`src/rtl/uart_irq_pkg.sv`:
```
package uart_irq_pkg;

    localparam int BYTE_W = 8;
    localparam int CODE_W = 3;

    // enable-register bit positions
    localparam int EN_RXDAT = 0;
    localparam int EN_THRE  = 1;
    localparam int EN_LINE  = 2;
    localparam int EN_MODEM = 3;
    localparam int EN_PWRDN = 5;

    localparam logic [BYTE_W-1:0] EN_KEEP_MASK =
        BYTE_W'((1 << EN_RXDAT) | (1 << EN_THRE) | (1 << EN_LINE) |
                (1 << EN_MODEM) | (1 << EN_PWRDN));

    typedef enum logic [CODE_W-1:0] {
        ID_MODEM   = 3'b000,
        ID_THRE    = 3'b001,
        ID_RXDATA  = 3'b010,
        ID_LINE    = 3'b011,
        ID_TIMEOUT = 3'b110
    } iid_code_e;

    typedef struct packed {
        logic line;
        logic rxdat;
        logic tmo;
        logic thre;
        logic modem;
    } src_req_t;

    typedef struct packed {
        logic line;
        logic rx;
        logic thre;
        logic modem;
    } src_grant_t;

    function automatic logic [BYTE_W-1:0] pack_iid(input logic fifo_on,
                                                   input iid_code_e code,
                                                   input logic pend);
        return {{2{fifo_on}}, 2'b00, code, pend};
    endfunction

endpackage

```
`src/rtl/irq_en_reg.sv`:
```
module irq_en_reg
    import uart_irq_pkg::*;
(
    input  logic              clk,
    input  logic              rst,
    input  logic              we,
    input  logic [BYTE_W-1:0] wdata,
    output logic [BYTE_W-1:0] ien_q
);

    always_ff @(posedge clk) begin
        if (rst) begin
            ien_q <= '0;
        end else if (we) begin
            ien_q <= wdata & EN_KEEP_MASK;
        end
    end

    assert_en_write_lands_R2: assert property (@(posedge clk) disable iff (rst)
        $past(we && !rst) |-> (ien_q == ($past(wdata) & EN_KEEP_MASK)));

endmodule

```
`src/rtl/irq_thre_latch.sv`:
```
module irq_thre_latch (
    input  logic clk,
    input  logic rst,
    input  logic thr_empty,
    input  logic en_rise,
    input  logic ack,
    output logic pend_q
);

    logic thr_q;
    logic set_c;

    assign set_c = thr_empty && (!thr_q || en_rise);

    always_ff @(posedge clk) begin
        if (rst) begin
            thr_q  <= 1'b1;
            pend_q <= 1'b0;
        end else begin
            thr_q <= thr_empty;
            if (!thr_empty) begin
                pend_q <= 1'b0;
            end else if (set_c) begin
                pend_q <= 1'b1;
            end else if (ack) begin
                pend_q <= 1'b0;
            end
        end
    end

    assert_refill_clears_R8: assert property (@(posedge clk) disable iff (rst)
        !thr_empty |=> !pend_q);

    assert_ack_clears_R9: assert property (@(posedge clk) disable iff (rst)
        (ack && !set_c) |=> !pend_q);

endmodule

```
`src/rtl/irq_prio_sel.sv`:
```
module irq_prio_sel
    import uart_irq_pkg::*;
(
    input  logic              clk,
    input  logic              rst,
    input  src_req_t          req,
    input  logic [BYTE_W-1:0] ien,
    input  logic              fifo_en,
    output src_grant_t        grant,
    output logic [BYTE_W-1:0] iid
);

    logic      act_line, act_rx, act_thre, act_modem;
    logic      any_act;
    iid_code_e code;

    assign act_line  = req.line  && ien[EN_LINE];
    assign act_rx    = (req.rxdat || req.tmo) && ien[EN_RXDAT];
    assign act_thre  = req.thre  && ien[EN_THRE];
    assign act_modem = req.modem && ien[EN_MODEM];

    always_comb begin
        grant = '0;
        code  = ID_MODEM;
        if (act_line) begin
            grant.line = 1'b1;
            code       = ID_LINE;
        end else if (act_rx) begin
            grant.rx = 1'b1;
            code     = req.tmo ? ID_TIMEOUT : ID_RXDATA;
        end else if (act_thre) begin
            grant.thre = 1'b1;
            code       = ID_THRE;
        end else if (act_modem) begin
            grant.modem = 1'b1;
            code        = ID_MODEM;
        end
    end

    assign any_act = act_line || act_rx || act_thre || act_modem;
    assign iid     = pack_iid(fifo_en, code, any_act);

    assert_single_grant_R4: assert property (@(posedge clk) disable iff (rst)
        $onehot0(grant));

    assert_line_code_R3: assert property (@(posedge clk) disable iff (rst)
        grant.line |-> (iid[3:1] == 3'b011));

    assert_reserved_zero_R7: assert property (@(posedge clk) disable iff (rst)
        iid[5:4] == 2'b00);

endmodule

```
`src/rtl/uart_irq_ident.sv`:
```
module uart_irq_ident
    import uart_irq_pkg::*;
(
    input  logic       clk,
    input  logic       rst,
    input  logic       ien_we,
    input  logic [7:0] ien_wdata,
    input  logic       mcr_pd_en,
    input  logic       ev_line_status,
    input  logic       ev_rx_data,
    input  logic       ev_rx_timeout,
    input  logic       thr_empty,
    input  logic       ev_modem,
    input  logic       iid_rd,
    input  logic       fifo_en,
    output logic [7:0] iid_byte,
    output logic       irq,
    output logic       thre_ack,
    output logic       pwrdn_req
);

    logic [BYTE_W-1:0] ien_q;
    logic              thre_pend;
    logic              en_rise;
    src_req_t          req;
    src_grant_t        grant;

    irq_en_reg u_en (
        .clk   (clk),
        .rst   (rst),
        .we    (ien_we),
        .wdata (ien_wdata),
        .ien_q (ien_q)
    );

    assign en_rise = ien_we && ien_wdata[EN_THRE] && !ien_q[EN_THRE];

    irq_thre_latch u_thre (
        .clk       (clk),
        .rst       (rst),
        .thr_empty (thr_empty),
        .en_rise   (en_rise),
        .ack       (thre_ack),
        .pend_q    (thre_pend)
    );

    always_comb begin
        req       = '0;
        req.line  = ev_line_status;
        req.rxdat = ev_rx_data;
        req.tmo   = ev_rx_timeout;
        req.thre  = thre_pend;
        req.modem = ev_modem;
    end

    irq_prio_sel u_sel (
        .clk     (clk),
        .rst     (rst),
        .req     (req),
        .ien     (ien_q),
        .fifo_en (fifo_en),
        .grant   (grant),
        .iid     (iid_byte)
    );

    assign irq       = iid_byte[0];
    assign thre_ack  = iid_rd && grant.thre;
    assign pwrdn_req = ien_q[EN_PWRDN] && mcr_pd_en;

    assert_ack_on_thre_read_R9: assert property (@(posedge clk) disable iff (rst)
        thre_ack |-> (iid_rd && iid_byte[3:0] == 4'b0011));

endmodule

```
`config.mk`:
```
export PLATFORM = sky130hd
export DESIGN_NAME = uart_irq_ident
export DESIGN_NICKNAME = d
export VERILOG_FILES = /design/src/rtl/uart_irq_pkg.sv /design/src/rtl/irq_en_reg.sv /design/src/rtl/irq_thre_latch.sv /design/src/rtl/irq_prio_sel.sv /design/src/rtl/uart_irq_ident.sv
export SDC_FILE = /design/constraint.sdc
export NUM_CORES = 1
export LEC_CHECK = 0
export BUFFER_PORTS_ARGS = -buffer_cell sky130_fd_sc_hd__buf_2
export CORE_AREA = 2 2 39 41
export CTS_CLUSTER_SIZE = 8
export DETAILED_ROUTE_END_ITERATION = 12
export DIE_AREA = 0 0 41 43
export SLEW_MARGIN = 25
export SYNTH_ARGS = -nofsm -noshare
export SYNTH_HDL_FRONTEND = slang
export SYNTH_SLANG_ARGS = --single-unit
```
`constraint.sdc`:
```
create_clock -name clk -period 2.45 [get_ports clk]
set_clock_uncertainty 0.1 [all_clocks]
set_input_delay 0 -clock clk [delete_from_list [all_inputs] [get_ports clk]]
set_output_delay 0 -clock clk [all_outputs]
set_load 0.01 [all_outputs]
```
==> Word-level counts from Yosys, hierarchy flattened <==
Cells that the tools add are included.
{ "word_totals": {"register_bits": 7, "input_bits": 19, "output_inout_bits": 11} }
{ "classes": {"muxes": 11, "bitwise": 1, "n_reduce_logical": 18} }
{ "op_table": {"columns": ["op", "count"], "rows": [
  ["1-bit logical AND", 9],
  ["3-bit 2-to-1 mux", 3],
  ["1-bit 2-to-1 mux", 6],
  ["1-bit logical OR", 5],
  ["2-bit 2-to-1 mux", 2],
  ["1-bit logical NOT", 2],
  ["2-bit nonzero test", 1],
  ["2-bit OR reduction", 1],
  ["1-bit inverter", 1]
]} }

==> Logic depth before layout (Yosys ltp) <==
{ "logic_depth": {"word_depth": 8, "ltp_mapped": 4, "ltp_nobuf": 3} }

==> Cells and area by module <==
A second synthesis with hierarchy kept.
{ "hier_totals": {"hier_cells": 51, "hier_area_um2": 426.7} }
{ "modules_own_cells": {"columns": ["mod", "n_inst", "cells_per_inst", "area_per_inst_um2", "seq_area_each_um2"], "rows": [
  ["irq_en_reg", 1, 20, 206.4, 100.1],
  ["irq_prio_sel", 1, 20, 122.6, 0.0],
  ["irq_thre_latch", 1, 7, 68.8, 40.0],
  ["uart_irq_ident", 1, 4, 28.8, 0.0]
]} }

==> Least setup slack after synthesis <==
No wires, ideal clock.
{ "synth_timing": {"kind": "reg-to-reg", "start": "register u_en.ien_q[2]", "end": "register u_thre.pend_q", "arrival_time_ns": 0.742, "required_ns": 2.234, "slack_ns": 1.491, "stages_incl_launch_ff": 4, "n_path_buf": 0, "period_less_slack_ns": 0.959, "cell_sequence": "dfxtp_1 nand2_1 a41oi_1 o211a_1"} }
{ "synth_via": {"elab_chain_len": 4} }
{ "synth_lines": {"columns": ["item", "line", "source"], "rows": [
  ["start, declared", "irq_en_reg.sv:8", "output logic [BYTE_W-1:0] ien_q"],
  ["start signal, assigned", "irq_en_reg.sv:15", "ien_q <= wdata & EN_KEEP_MASK;"],
  ["1-bit logical AND", "irq_prio_sel.sv:17", "assign act_line = req.line && ien[EN_LINE];"],
  ["2-bit 2-to-1 mux", "irq_prio_sel.sv:25", "if (act_line) begin"],
  ["1-bit logical AND", "uart_irq_ident.sv:67", "assign thre_ack = iid_rd && grant.thre;"],
  ["2-bit nonzero test (no line)", null, null],
  ["end signal, assigned", "irq_thre_latch.sv:22", "pend_q <= 1'b0;"],
  ["end signal, assigned", "irq_thre_latch.sv:24", "pend_q <= 1'b1;"],
  ["end signal, assigned", "irq_thre_latch.sv:26", "pend_q <= 1'b0;"],
  ["end, declared", "irq_thre_latch.sv:7", "output logic pend_q"]
]} }
Every way passes these cells.
A chain may end at the register's enable or synchronous reset.

==> Final worst setup path <==
{ "layout_timing": {"start": "input port rst", "end": "register u_thre.thr_q"} }
{ "layout_rtl": {"columns": ["item", "line", "source"], "rows": [
  ["start, declared", "uart_irq_ident.sv:5", "input logic rst,"],
  ["end signal, assigned", "irq_thre_latch.sv:20", "thr_q <= thr_empty;"],
  ["end, declared", "irq_thre_latch.sv:10", "logic thr_q;"]
]} }
No word-level cell between the ends.

==> impl_metrics.tcl <==
set metrics [dict create \
    status "completed" \
    cts_root_buf "clkbuf_4" \
    synth_area_leaders "dfxtp_1 (39%), mux2i_1 (14%), buf_4 (10%)" \
    reg2reg_slack_ns 1.20 \
    yosysWarnings 0 \
    portBuffers 21 \
    cts_tree "done" \
    synth_area_per_cell_um2 8.32 \
    hold_depth 3 \
    hp-start "ien_we" \
    netlist_area_um2 358 \
    post_cts_resized 0 \
    multi_input_area_um2 171 \
    r2r_cells 3 \
    setup_violations 0 \
    report.power.total_uw 295 \
    design_area_um2 601 \
    clk_pin_slew_ns 0.05 \
    drt-vias-per-instance 4.25 \
    ant_nets 0 \
    grt_max_degree 8 \
    grt_usage_pct 12.5 \
    setup_tns_ns 0 \
    rsz0062_at_grt "false" \
    cts_buffer_depth 2 \
    clkLatencyLatePin_ns 0.25 \
    cts_max_level 1 \
    finalHoldViolCount 0 \
    ir_drop_uv 352 \
    nets 96 \
    drtPass1Iterations 1 \
    yosysUniqueCellTypes 17 \
    grt_pass1_vias 361 \
    reg2reg_to "u_en.ien_q[0]$_SDFFE_PP0P_" \
    antenna_found_initial 0 \
    hp-class "in -> reg" \
    fmax_mhz 685 \
    initial_core_util_pct 25.9 \
    core_area_um2 1380 \
    regArea_um2 140 \
    area_delta_synth_final_pct 67.8 \
    row_count 14 \
    arrival_ns 1.50 \
    wire_per_inst_um 9.28 \
    nFillCells 154 \
    finalCritPeriodShare_pct 59.6 \
    drt_wl_total_um 854 \
    grt_pass1_wl_um 1460 \
    io_pins 30 \
    die_area_um2 1760 \
    critPathMaxFanout 7 \
    synth_top_area_share_pct 39.2 \
    synth_cells 43 \
    drc 0 \
    drive_gt1_share_pct 35.5 \
    die_h_um 43 \
    slew_viol_final 0 \
    num_antenna_cells 0 \
    required_ns 2.49 \
    dr.first_iter.drc_count 0 \
    power.density_nw_per_um2 492 \
    cts.sinks 7 \
    hold_end "u_en.ien_q[1]$_SDFFE_PP0P_" \
    finalCriticalPeriod_ns 1.46 \
    grt-ovfl-total 0 \
    crit_path_end_kind "register" \
    r2r-start "u_en.ien_q[0]$_SDFFE_PP0P_" \
    die_w_um 41 \
    worstSetupPathType "in -> reg" \
    numCtsBuffers 3 \
    yosysSeqAreaShare_pct 39.2 \
    vias 391 \
    leakagePower_uw 0.000331 \
    maxCapViolCount 0 \
    crit_path_start_kind "input port" \
    ys_ff_latch 7 \
    yosysTopAreaCell "dfxtp_1" \
    dpl_cell_area_um2 444 \
    gp_congestion 0.642 \
]
## timing repair
item                                    4_1_cts  5_1_grt
setup buffers                                 0        0
hold buffers                                 13        0
hold endpoints to repair                      9        0
endpoints found under the setup margin        0        0
## report_power, final
group	total [uW]	switching (uW)	internal, uW
Sequential	125	4.07	121
Clock	108	45.4	62.3
Combinational	63.0	26.7	36.3
Total	295	76.1	219
## worst max path at each step
stage | startpoint | end | slack (ns) | depth (start not counted)
final | rst | u_thre.thr_q$_SDFF_PP1_ | 0.99 | 4
after global routing | rst | u_thre.thr_q$_SDFF_PP1_ | 0.93 | 4
after CTS | rst | u_thre.thr_q$_SDFF_PP1_ | 0.98 | 4
after detailed placement | u_en.ien_q[2]$_SDFFE_PP0P_ | u_thre.pend_q$_SDFFE_PP0P_ | 1.40 | 3
after global placement | u_en.ien_q[2]$_SDFFE_PP0P_ | u_thre.pend_q$_SDFFE_PP0P_ | 1.42 | 3
after floorplan | u_en.ien_q[2]$_SDFFE_PP0P_ | u_thre.pend_q$_SDFFE_PP0P_ | 1.49 | 3
## layer usage
| layer | track usage (%) | vias to the layer above | part of all wire, % | wire length [um] |
|---|---|---|---|---|
| met5 | 0 | - | 0 | 0 |
| met4 | 8.00 | 0 | 1.6 | 14 |
| met3 | 4.71 | 2 | 9.8 | 84 |
| met2 | 17.5 | 25 | 45 | 381 |
| met1 | 15.5 | 163 | 44 | 373 |
| li1 | - | 201 | - | - |
## stage by stage
step / std cells / setup slack [ns] / hold slack [ns] / utilization (%)
floorplan: 44 / 1.49 / -0.0276 / -
global placement: 75 / 1.42 / -0.0998 / 32.1
detailed placement: 75 / 1.40 / -0.0998 / 32.1
CTS: 92 / 0.981 / 0.0296 / 43.4
global route: 92 / 0.928 / 0.0307 / 43.4
finish: 92 / 0.990 / 0.0351 / 43.4
## cell type report
| class | instances | area share, % |
|---|---|---|
| sequential | 7 | 23.3 |
| multi-input combinational | 29 | 28.5 |
| timing repair buffer | 34 | 39.2 |
| tap | 16 | 3.33 |
| inverter | 2 | 1.25 |
| clock buffer | 4 | 4.38 |
## cell families after synthesis
group,after synthesis,synth area share [%]
other,1,1.05
flip-flops,7,39.2
buffers and inverters,8,14.0
multiplexers,5,14.0
AO/OA/AOI/OAI,4,9.09
AND/OR/NAND/NOR,18,22.7
## state kept, by name, summed over array words and instances, names as in the netlist
signal / flops
u_en.ien_q: 5
u_thre.pend_q: 1
u_thre.thr_q: 1
## layout by cell type (no fill, tap or decap), drive strengths merged
cell type / instances
clkbuf: 4
nand4: 1
dlygate4sd3: 13
conb: 2
and2: 1
or2: 1
a41oi: 1
o211a: 1
nand3: 2
o21ai: 2
nor2: 6
and3: 1
nand2: 6
inv: 2
dfxtp: 7
mux2i: 5
buf: 21
## worst max-delay path, stage by stage
cell	delay, ns
dlygate4sd3_1	0.53
buf_2	0.16
or2_2	0.27
dlygate4sd3_1	0.55
## synthesized netlist by cell type
cell,instances
o211a_1,1
inv_1,2
a41oi_1,1
buf_4,5
nand3_1,2
and3_2,1
dfxtp_1,7
nand4_1,1
o21ai_0,1
nand2_1,6
buf_2,1
or2_2,1
nor2_1,6
and2_1,1
o21ai_2,1
conb_1,1
mux2i_1,5
Power figures use the tool's default switching activity.
